[src/rtl/rm_shift_pkg.sv]
package rm_shift_pkg;

   typedef enum logic [2:0] {
      RM_DIS_ZERO  = 3'd0,
      RM_DIS_MERGE = 3'd1,
      RM_DIS_SIGN  = 3'd2,
      RM_ENA_ZERO  = 3'd3,
      RM_ENA_MERGE = 3'd4,
      RM_ENA_SIGN  = 3'd5,
      RM_INV_ZERO  = 3'd6,
      RM_INV_MERGE = 3'd7
   } rm_mode_e;

   typedef enum logic [1:0] {
      MASK_OFF = 2'd0,
      MASK_ON  = 2'd1,
      MASK_NEG = 2'd2
   } rm_mask_use_e;

   typedef enum logic [1:0] {
      FILL_ZERO  = 2'd0,
      FILL_MERGE = 2'd1,
      FILL_SIGN  = 2'd2
   } rm_fill_e;

   typedef struct packed {
      rm_mask_use_e mask_use;
      rm_fill_e     fill;
   } rm_ctrl_t;

endpackage

[src/rtl/rm_mode_decode.sv]
module rm_mode_decode
   import rm_shift_pkg::*;
(
   input  logic [2:0] mode_i,
   output rm_ctrl_t   ctrl_o
);

   always_comb begin
      ctrl_o = '{mask_use: MASK_OFF, fill: FILL_ZERO};
      unique case (rm_mode_e'(mode_i))
         RM_DIS_ZERO:  ctrl_o = '{mask_use: MASK_OFF, fill: FILL_ZERO};
         RM_DIS_MERGE: ctrl_o = '{mask_use: MASK_OFF, fill: FILL_MERGE};
         RM_DIS_SIGN:  ctrl_o = '{mask_use: MASK_OFF, fill: FILL_SIGN};
         RM_ENA_ZERO:  ctrl_o = '{mask_use: MASK_ON,  fill: FILL_ZERO};
         RM_ENA_MERGE: ctrl_o = '{mask_use: MASK_ON,  fill: FILL_MERGE};
         RM_ENA_SIGN:  ctrl_o = '{mask_use: MASK_ON,  fill: FILL_SIGN};
         RM_INV_ZERO:  ctrl_o = '{mask_use: MASK_NEG, fill: FILL_ZERO};
         RM_INV_MERGE: ctrl_o = '{mask_use: MASK_NEG, fill: FILL_MERGE};
         default:      ctrl_o = '{mask_use: MASK_OFF, fill: FILL_ZERO};
      endcase
   end

endmodule

[src/rtl/rm_rotator.sv]
module rm_rotator #(
   parameter int unsigned WIDTH      = 32,
   parameter bit          ROT_STAGED = 1'b1,
   localparam int unsigned AMT_W     = $clog2(WIDTH)
) (
   input  logic [WIDTH-1:0] data_i,
   input  logic             left_i,
   input  logic [AMT_W-1:0] amt_i,
   output logic [WIDTH-1:0] data_o
);

   // A left rotate by n is a right rotate by (WIDTH - n) mod WIDTH.
   logic [AMT_W-1:0] amt_right;
   assign amt_right = left_i ? (AMT_W'(0) - amt_i) : amt_i;

   if (ROT_STAGED) begin : g_staged
      logic [WIDTH-1:0] stage [AMT_W+1];
      assign stage[0] = data_i;
      for (genvar s = 0; s < AMT_W; s++) begin : g_stage
         localparam int unsigned STEP = 1 << s;
         assign stage[s+1] = amt_right[s]
                           ? {stage[s][STEP-1:0], stage[s][WIDTH-1:STEP]}
                           : stage[s];
      end
      assign data_o = stage[AMT_W];
   end else begin : g_flat
      logic [2*WIDTH-1:0] doubled;
      assign doubled = {data_i, data_i} >> amt_right;
      assign data_o  = doubled[WIDTH-1:0];
   end

endmodule

[src/rtl/rm_mask_gen.sv]
module rm_mask_gen
   import rm_shift_pkg::*;
#(
   parameter int unsigned WIDTH  = 32,
   localparam int unsigned AMT_W = $clog2(WIDTH)
) (
   input  logic [AMT_W-1:0] len_i,
   input  logic             inv_i,
   input  rm_mask_use_e     use_i,
   output logic [WIDTH-1:0] mask_o
);

   logic [WIDTH-1:0] built;
   logic             len_zero;

   assign len_zero = (len_i == '0);

   for (genvar b = 0; b < WIDTH; b++) begin : g_bit
      assign built[b] = len_zero | (AMT_W'(b) < len_i);
   end

   logic [WIDTH-1:0] adjusted;
   assign adjusted = built ^ {WIDTH{inv_i}};

   always_comb begin
      unique case (use_i)
         MASK_OFF: mask_o = '1;
         MASK_ON:  mask_o = adjusted;
         MASK_NEG: mask_o = ~adjusted;
         default:  mask_o = '1;
      endcase
   end

endmodule

[src/rtl/rm_fill_merge.sv]
module rm_fill_merge
   import rm_shift_pkg::*;
#(
   parameter int unsigned WIDTH = 32
) (
   input  logic [WIDTH-1:0] rot_i,
   input  logic [WIDTH-1:0] old_i,
   input  logic [WIDTH-1:0] mask_i,
   input  rm_fill_e         fill_i,
   output logic [WIDTH-1:0] data_o
);

   // Sign bit: rotated bit at the highest position inside the mask.
   logic sign_bit;
   always_comb begin
      sign_bit = 1'b0;
      for (int b = 0; b < WIDTH; b++) begin
         if (mask_i[b]) sign_bit = rot_i[b];
      end
   end

   logic [WIDTH-1:0] outside;
   always_comb begin
      unique case (fill_i)
         FILL_ZERO:  outside = '0;
         FILL_MERGE: outside = old_i;
         FILL_SIGN:  outside = {WIDTH{sign_bit}};
         default:    outside = '0;
      endcase
   end

   assign data_o = (rot_i & mask_i) | (outside & ~mask_i);

endmodule

[src/rtl/rm_shift_unit.sv]
module rm_shift_unit
   import rm_shift_pkg::*;
#(
   parameter int unsigned WIDTH      = 32,
   parameter bit          ROT_STAGED = 1'b1,
   localparam int unsigned AMT_W     = $clog2(WIDTH)
) (
   input  logic             clk,
   input  logic             rst_n,
   input  logic             valid_i,
   input  logic [2:0]       mode_i,
   input  logic             rot_left_i,
   input  logic [AMT_W-1:0] rot_amt_i,
   input  logic [AMT_W-1:0] mask_len_i,
   input  logic             mask_inv_i,
   input  logic [WIDTH-1:0] src_i,
   input  logic [WIDTH-1:0] dst_old_i,
   output logic             valid_o,
   output logic [WIDTH-1:0] result_o
);

   if (WIDTH < 8) begin : g_bad_width
      $error("rm_shift_unit: WIDTH must be at least 8");
   end
   if ((WIDTH & (WIDTH - 1)) != 0) begin : g_bad_pow2
      $error("rm_shift_unit: WIDTH must be a power of two");
   end

   rm_ctrl_t         ctrl;
   logic [WIDTH-1:0] rotated;
   logic [WIDTH-1:0] mask;
   logic [WIDTH-1:0] result_d;

   rm_mode_decode u_dec (
      .mode_i (mode_i),
      .ctrl_o (ctrl)
   );

   rm_rotator #(
      .WIDTH      (WIDTH),
      .ROT_STAGED (ROT_STAGED)
   ) u_rot (
      .data_i (src_i),
      .left_i (rot_left_i),
      .amt_i  (rot_amt_i),
      .data_o (rotated)
   );

   rm_mask_gen #(
      .WIDTH (WIDTH)
   ) u_mask (
      .len_i  (mask_len_i),
      .inv_i  (mask_inv_i),
      .use_i  (ctrl.mask_use),
      .mask_o (mask)
   );

   rm_fill_merge #(
      .WIDTH (WIDTH)
   ) u_fill (
      .rot_i  (rotated),
      .old_i  (dst_old_i),
      .mask_i (mask),
      .fill_i (ctrl.fill),
      .data_o (result_d)
   );

   always_ff @(posedge clk) begin
      if (!rst_n) begin
         valid_o  <= 1'b0;
         result_o <= '0;
      end else begin
         valid_o <= valid_i;
         if (valid_i) result_o <= result_d;
      end
   end

endmodule

[config.mk]
export PLATFORM = sky130hd
export DESIGN_NAME = rm_shift_unit
export DESIGN_NICKNAME = d
export VERILOG_FILES = /design/src/rtl/rm_shift_pkg.sv /design/src/rtl/rm_mode_decode.sv /design/src/rtl/rm_rotator.sv /design/src/rtl/rm_mask_gen.sv /design/src/rtl/rm_fill_merge.sv /design/src/rtl/rm_shift_unit.sv
export SDC_FILE = /design/constraint.sdc
export NUM_CORES = 1
export LEC_CHECK = 0
export ABC_AREA = 1
export BUFFER_PORTS_ARGS = -buffer_cell sky130_fd_sc_hd__buf_4
export CAP_MARGIN = 15
export CORE_MARGIN = 1.5
export CORE_UTILIZATION = 38
export DETAILED_ROUTE_END_ITERATION = 8
export MAX_ROUTING_LAYER = met4
export SYNTH_ARGS = -nofsm -noshare
export SYNTH_HDL_FRONTEND = slang
export SYNTH_HIERARCHICAL = 1
export SYNTH_SLANG_ARGS = --single-unit
[constraint.sdc]
create_clock -name clk -period 5.2 [get_ports clk]
set_input_delay 0.26 -clock clk [delete_from_list [all_inputs] [get_ports clk]]
set_output_delay 0.26 -clock clk [all_outputs]
set_load 0.1 [all_outputs]
==> results of run 1 <==
[flip-flops by register name (all words and copies together), names as in the netlist]
name and count:
result_o 32, valid_o 1
[per-layer routing]
metal	vias to the layer above	track usage (%)	routed length [um]
li1	4204	-	-
met1	3694	39.84	11230
met2	352	39.56	10400
met3	30	1.927	1822
met4	0	6.340	490
met5	-	-	0
[worst max-delay path: cells and delay by family]
kind                     cells  cell delay, ns
buffers and inverters        6            0.67
adder cells (fa/ha/maj)      1            0.20
AND/OR/NAND/NOR             76            4.05
[synth_stat cells]
cell      number  area share [%]
nand2_1      593              36
nand3_1      244              20
inv_1        117             7.2
nor2_1       108             6.6
dfxtp_1       33              11
buf_2         23             1.9
buf_6         16             3.0
buf_4         14             1.7
o21ai_0       14             1.1
inv_2         11            0.68
clkbuf_1      10            0.62
nand3_2        9             1.5
ha_1           8             1.6
nand2_2        6            0.62
a21oi_1        5            0.41
nand2_4        5            0.92
a31oi_1        4            0.41
nand3b_1       4            0.49
nand4_1        3            0.31
nor2_8         3            0.98
o211ai_1       3            0.37
buf_1          2            0.12
nand3b_4       2            0.66
buf_12         1            0.33
clkbuf_2       1           0.082
clkinv_1       1           0.061
inv_4          1            0.10
nand3_4        1            0.29
o21ai_2        1            0.14
o31ai_1        1            0.12
xor2_2         1            0.27
[cell type report]
class                           instances  area share [%]
Clock inverter                          2          0.1183
Inverter                              130           6.062
Timing Repair inverter                  1          0.1035
Multi-Input combinational cell       1015           58.67
Sequential cell                        33           7.807
Tap cell                              216           3.194
Timing Repair Buffer                  222           22.52
Clock buffer                            6           1.523
[metrics by stage]
stage,cell area [um2],cells,power (mW)
finish,8462,1625,1.907
global placement,7466,1596,1.475
floorplan,6100,1245,1.116
global route,8462,1625,2.047
CTS,7605,1604,1.759
detailed placement,7466,1596,1.474
[repair_timing]
| action | 4_1_cts | 5_1_grt |
|---|---|---|
| setup buffers | 0 | 10 |
| setup endpoints to repair | 0 | 32 |
| resized for setup | 0 | 140 |
[cells by family after synthesis]
family | Yosys count
compound gates | 28
xor+xnor | 1
fa+ha+maj | 8
buf+inv | 197
flops | 33
simple gates | 978
[worst max path at each step]
stage	depth (start not counted)	slack, ns	to
detailed placement	83	-0.19	result_o[5]$_SDFFE_PN0P_
finish	83	0.14	result_o[10]$_SDFFE_PN0P_
CTS	83	0.04	result_o[1]$_SDFFE_PN0P_
floorplan	84	0.26	result_o[23]$_SDFFE_PN0P_
global placement	81	-0.15	result_o[0]$_SDFFE_PN0P_
global route	83	-0.52	result_o[10]$_SDFFE_PN0P_
[power breakdown]
group | internal [mW] | leakage [nW] | switching [mW] | total [mW]
registers | 0.279 | 0.274 | 0.0131 | 0.292
clock network | 0.175 | 0.0706 | 0.103 | 0.279
logic | 0.460 | 4.69 | 0.877 | 1.34
total | 0.914 | 5.03 | 0.993 | 1.91
==> reports/results.txt, run 1 <==
Syn Nets -> 1335
fin crit share -> 97.32%
reg2reg start -> result_o[25]$_SDFFE_PN0P_
Final ANT Viol Nets -> 0
pre-CTS worst setup slack -> -0.1920 ns
cell count after synthesis -> 1245
slowest CP cell -> ha_4
worst setup margin -> 0.1395 ns
hold endpoint -> result_o[6]$_SDFFE_PN0P_
clk_skew -> 0 ns
cell mode on critical path -> nand2_1
initial DRC count -> 801
grt ovf -> 0
Max IR drop VDD -> 0.1209 mV
Hold WS -> 0.3898 ns
CP startpoint -> rot_amt_i[0]
R2R Setup Slk -> 4.60 ns
initial core utilization -> 38.68%
Max Cap Violations -> 0
Final HPWL DP -> 18060 um
synthesized area -> 0.006100 mm2
CP Class -> input pin to register
worst-case clock buffer depth -> 2
worst hold path type -> input pin to register
LEAKAGE -> 5.031 nW
worst r2r path cells -> 2
Compound-Gate Fraction of Synth Area -> 2.605%
via/cell ratio -> 5.095
pin slew with the least headroom to its limit -> 1.067 ns
Rows -> 46
CTS Hold Bufs -> 0
# clock sinks -> 33
core area -> 0.01577 mm2
worst skew pair latency -> 0.27 ns
Seq cells post-synth -> 33
IO Count -> 115
most common cell after layout, fill and taps aside -> nand2_1
Min-Delay Startpoint -> rst_n
crit path launch type -> input pin
n_diodes -> 0
Avg Cell Area, Syn -> 4.899 um2
Final nets -> 1498
die span in y -> 129.7 um
first-pass GRT wire length -> 34800 um
Fin Setup TNS -> 0 ns
CP Capture Type -> register
mux contribution to synthesized area -> 0%
CP max FO -> 16
Seq/Total Area, Yosys -> 10.83%
vias in the first global route -> 6833
fill count -> 1730
All-Layer GR Usage -> 26.92%
simple-gate portion of the synthesized area -> 68.90%
Routed WL -> 23950 um
Synth Area in Adders -> 1.641%
Core Util, Final -> 53.66%
die footprint -> 0.01682 mm2
footprint of the multi-input gates -> 0.004965 mm2
distinct cell type count after synthesis -> 31
crit path time final -> 5.061 ns
Area Growth Syn to Fin -> 38.73%
Via Count -> 8280
Rel. slew slack -> 28.84%
fraction of layout cells with a size suffix above 1 -> 26.26%
result of the run -> complete, no violations
CTS tree -> yes
initial antenna violation count -> 0
WL/cell -> 14.74 um
pin count of the biggest net entering global routing -> 66
Chip Width -> 129.7 um
Initial DRT Pass Iterations -> 6
Data required, critical path -> 5.38 ns
Peak Freq -> 197.6 MHz
commonest cells after routing, fill and taps aside -> 545 x nand2_1, 200 x buf_4, 197 x nand3_1, 113 x inv_1, 108 x nor2_1
IO Port Bufs -> 114
slowest stage delay, CP -> 0.20 ns
Worst Hold Depth -> 3
drt drc -> 0
H-Tree Depth -> 2
reg2reg end -> result_o[25]$_SDFFE_PN0P_
final setup vio count -> 0
Root Buffer -> clkbuf_16
Worst-path clk slew -> 0.06 ns
YS warnings -> 6
Final Max Slew Viols -> 0
post-synthesis xor/xnor area fraction -> 0.2667%
Num CTS Buffers -> 5
Placer Congestion -> 1.009
RSZ-0062 raised after global routing -> true
largest family of logic cells by synthesized area -> simple AND/OR/NAND/NOR gates
Fin. Hold Viols -> 0
Seq. cell area -> 660.6 um2
Worst Path Arrival -> 5.24 ns
Cell Pwr Density -> 225.4 mW/mm2
(Power assumes the default switching activity.)
==> run 2, diff against run 1 <==
==> constraint.sdc (replaced) <==
create_clock -name clk -period 4.2 [get_ports clk]
set_input_delay 0.21 -clock clk [delete_from_list [all_inputs] [get_ports clk]]
set_output_delay 0.21 -clock clk [all_outputs]
set_load 0.1 [all_outputs]
==> run 2 against run 1 <==
  * The flow now finishes with violations (setup timing)
  * Count of clock-buffer cells in the layout grew 1
  * Routed wire length grew 2.4%
  * Combinational power grew 41%
  * Core utilization grew 6.0 points
  * Cell count grew 7.3%
  * Design area grew 11%
  * Hold slack lost 0.061 ns
==> reports/results.txt, run 2 (synthesized netlist as in run 1, its figures left out) <==
vias in the first global route -> 7676 (+12%)
first-pass GRT wire length -> 37650 um (+8.2%)
Reg with most FFs -> result_o
Root Buffer -> clkbuf_16
CP max FO -> 8 (-8)
# clock sinks -> 33 (unchanged)
die span in y -> 129.7 um (unchanged)
CTS tree -> yes
initial core utilization -> 38.68% (unchanged)
Area Growth Syn to Fin -> 54.15%
WL/cell -> 14.06 um (-4.6%)
via/cell ratio -> 5.089 (-0.13%)
clk_skew -> 0 ns (unchanged)
Initial DRT Pass Iterations -> 6 (unchanged)
n_diodes -> 0 (unchanged)
die footprint -> 0.01682 mm2 (unchanged)
H-Tree Depth -> 2 (unchanged)
RSZ-0062 raised after global routing -> true
Via Count -> 8870 (+7.1%)
fill count -> 1607 (-7.1%)
Worst Hold Depth -> 3 (unchanged)
worst r2r path cells -> 2 (unchanged)
Fin. Hold Viols -> 0 (unchanged)
All-Layer GR Usage -> 28.87% (+1.9 points)
initial DRC count -> 854 (+6.6%)
worst skew pair latency -> 0.28 ns (about the same)
fin crit share -> 123.5%
result of the run -> finished, violations left
Max IR drop VDD -> 0.2200 mV (+82%)
LEAKAGE -> 5.575 nW (+11%)
placed instance area -> 0.008039 mm2 (+7.7%)
Fin Setup TNS -> -30.20 ns (-30.20 ns)
grt ovf -> 0 (unchanged)
Core Util, Final -> 59.62% (+6.0 points)
Data required, critical path -> 4.37 ns (-1.01 ns)
Final ANT Viol Nets -> 0 (unchanged)
final cell count without fillers -> 1743 (+7.3%)
Num CTS Buffers -> 5 (unchanged)
Sw Share -> 48.14% (-3.9 points)
Chip Width -> 129.7 um (unchanged)
fraction of layout cells with a size suffix above 1 -> 33.01% (+6.7 points)
Routed WL -> 24510 um (+2.4%)
Placer Congestion -> 0.9884 (-2.1%)
total power after layout -> 2.680 mW (+41%)
Cell Pwr Density -> 285.1 mW/mm2 (+26%)
CP Class -> input pin to register
IO Count -> 115 (unchanged)
worst setup margin -> -0.9864 ns (-1.126 ns)
pin slew with the least headroom to its limit -> 1.019 ns (-0.04815 ns)
net switching power -> 1.290 mW (+30%)
crit path launch type -> input pin
slowest stage delay, CP -> 0.20 ns (about the same)
Final Instance Area -> 0.009403 mm2 (+11%)
clock share of power -> 15.8% (+1.2 points)
failing checks -> setup timing
biggest regs -> result_o x32, valid_o x1
Rel. slew slack -> 32.05% (+3.2 points)
Power Internal -> 1.390 mW (+52%)
Peak Freq -> 192.8 MHz
post-placement cell count -> 1645 (+3.1%)
Final Max Slew Viols -> 0 (unchanged)
commonest cells after routing, fill and taps aside -> 540 x nand2_1, 321 x buf_4, 194 x nand3_1, 109 x inv_1, 107 x nor2_1
CP Capture Type -> register
Final HPWL DP -> 17620 um (-2.4%)
Final nets -> 1616 (+7.9%)
initial antenna violation count -> 0 (unchanged)
drt drc -> 0 (unchanged)
worst-case clock buffer depth -> 2 (unchanged)
Max Cap Violations -> 0 (unchanged)
pin count of the biggest net entering global routing -> 66 (unchanged)
slowest CP cell -> ha_4
cell mode on critical path -> nand2_1
Worst-path clk slew -> 0.05 ns (about the same)
CTS Hold Bufs -> 0 (unchanged)
Comb pwr share -> 70.6% (+0.5 points)
Worst Path Arrival -> 5.36 ns (+0.12 ns)
IO Port Bufs -> 114 (unchanged)
most common cell after layout, fill and taps aside -> nand2_1
crit path time final -> 5.186 ns
final setup vio count -> 32 (+32)
max reg flops -> 32 (unchanged)
core area -> 0.01577 mm2 (unchanged)
Rows -> 46 (unchanged)
Flop pwr share -> 13.5% (-1.8 points)
worst hold path type -> input pin to register
==> run 2: power by group through the flow <==
stage                     Clock, mW  Sequential [mW]  Combinational, mW
final                         0.425            0.362               1.89
after global placement            0            0.368               1.54
after global routing          0.442            0.366               2.04
after floorplan                   0            0.593              0.822
after detailed placement          0            0.369               1.54
after CTS                     0.430            0.363               1.78
==> run 2: final timing paths <==
path                                  start                         to  slack, ns
hold reg to reg   result_o[21]$_SDFFE_PN0P_  result_o[21]$_SDFFE_PN0P_       0.47
setup / recovery               rot_amt_i[1]  result_o[11]$_SDFFE_PN0P_      -0.99
setup reg to reg  result_o[30]$_SDFFE_PN0P_  result_o[30]$_SDFFE_PN0P_       3.62
hold / removal                        rst_n  result_o[24]$_SDFFE_PN0P_       0.33
==> run 2: final cells by class <==
type	count	area [um2]	area share, %
multi-input cells	1015	5001	53.19
clock inverters	1	30.03	0.3194
flip-flops and latches	33	660.6	7.026
repair buffers	341	2795	29.73
well taps	216	270.3	2.874
clock buffers	7	142.6	1.517
inverters	130	503.0	5.349
==> run 2: worst max-delay path, delay by kind of cell <==
family / cells / cell delay [ns]
and+or+nand+nor: 46 / 2.62
buffers and inverters: 20 / 2.28
adders and majority gates: 1 / 0.20
==> run 2: through the flow <==
stage	setup slack (ns)	hold WS [ns]
floorplan	-0.4609	0.4674
global placement	-0.9893	0.4579
detailed placement	-1.086	0.4646
CTS	-0.7229	0.3263
global route	-1.495	0.3624
finish	-0.9864	0.3293
==> run 2: what timing repair did <==
item	4_1_cts	5_1_grt
cloned	6	1
endpoints found under the setup margin	32	32
pin swaps	13	6
endpoints found under the hold margin	0	0
setup buffers	73	10
resized for setup	69	43
==> run 2: layer usage <==
| metal | up-vias | track usage, % | share of wire, % |
|---|---|---|---|
| met5 | - | - | 0 |
| met4 | 0 | 9.020 | 3.3 |
| met3 | 71 | 2.952 | 8.5 |
| met2 | 449 | 44.66 | 44 |
| met1 | 3919 | 39.53 | 44 |
| li1 | 4431 | - | - |
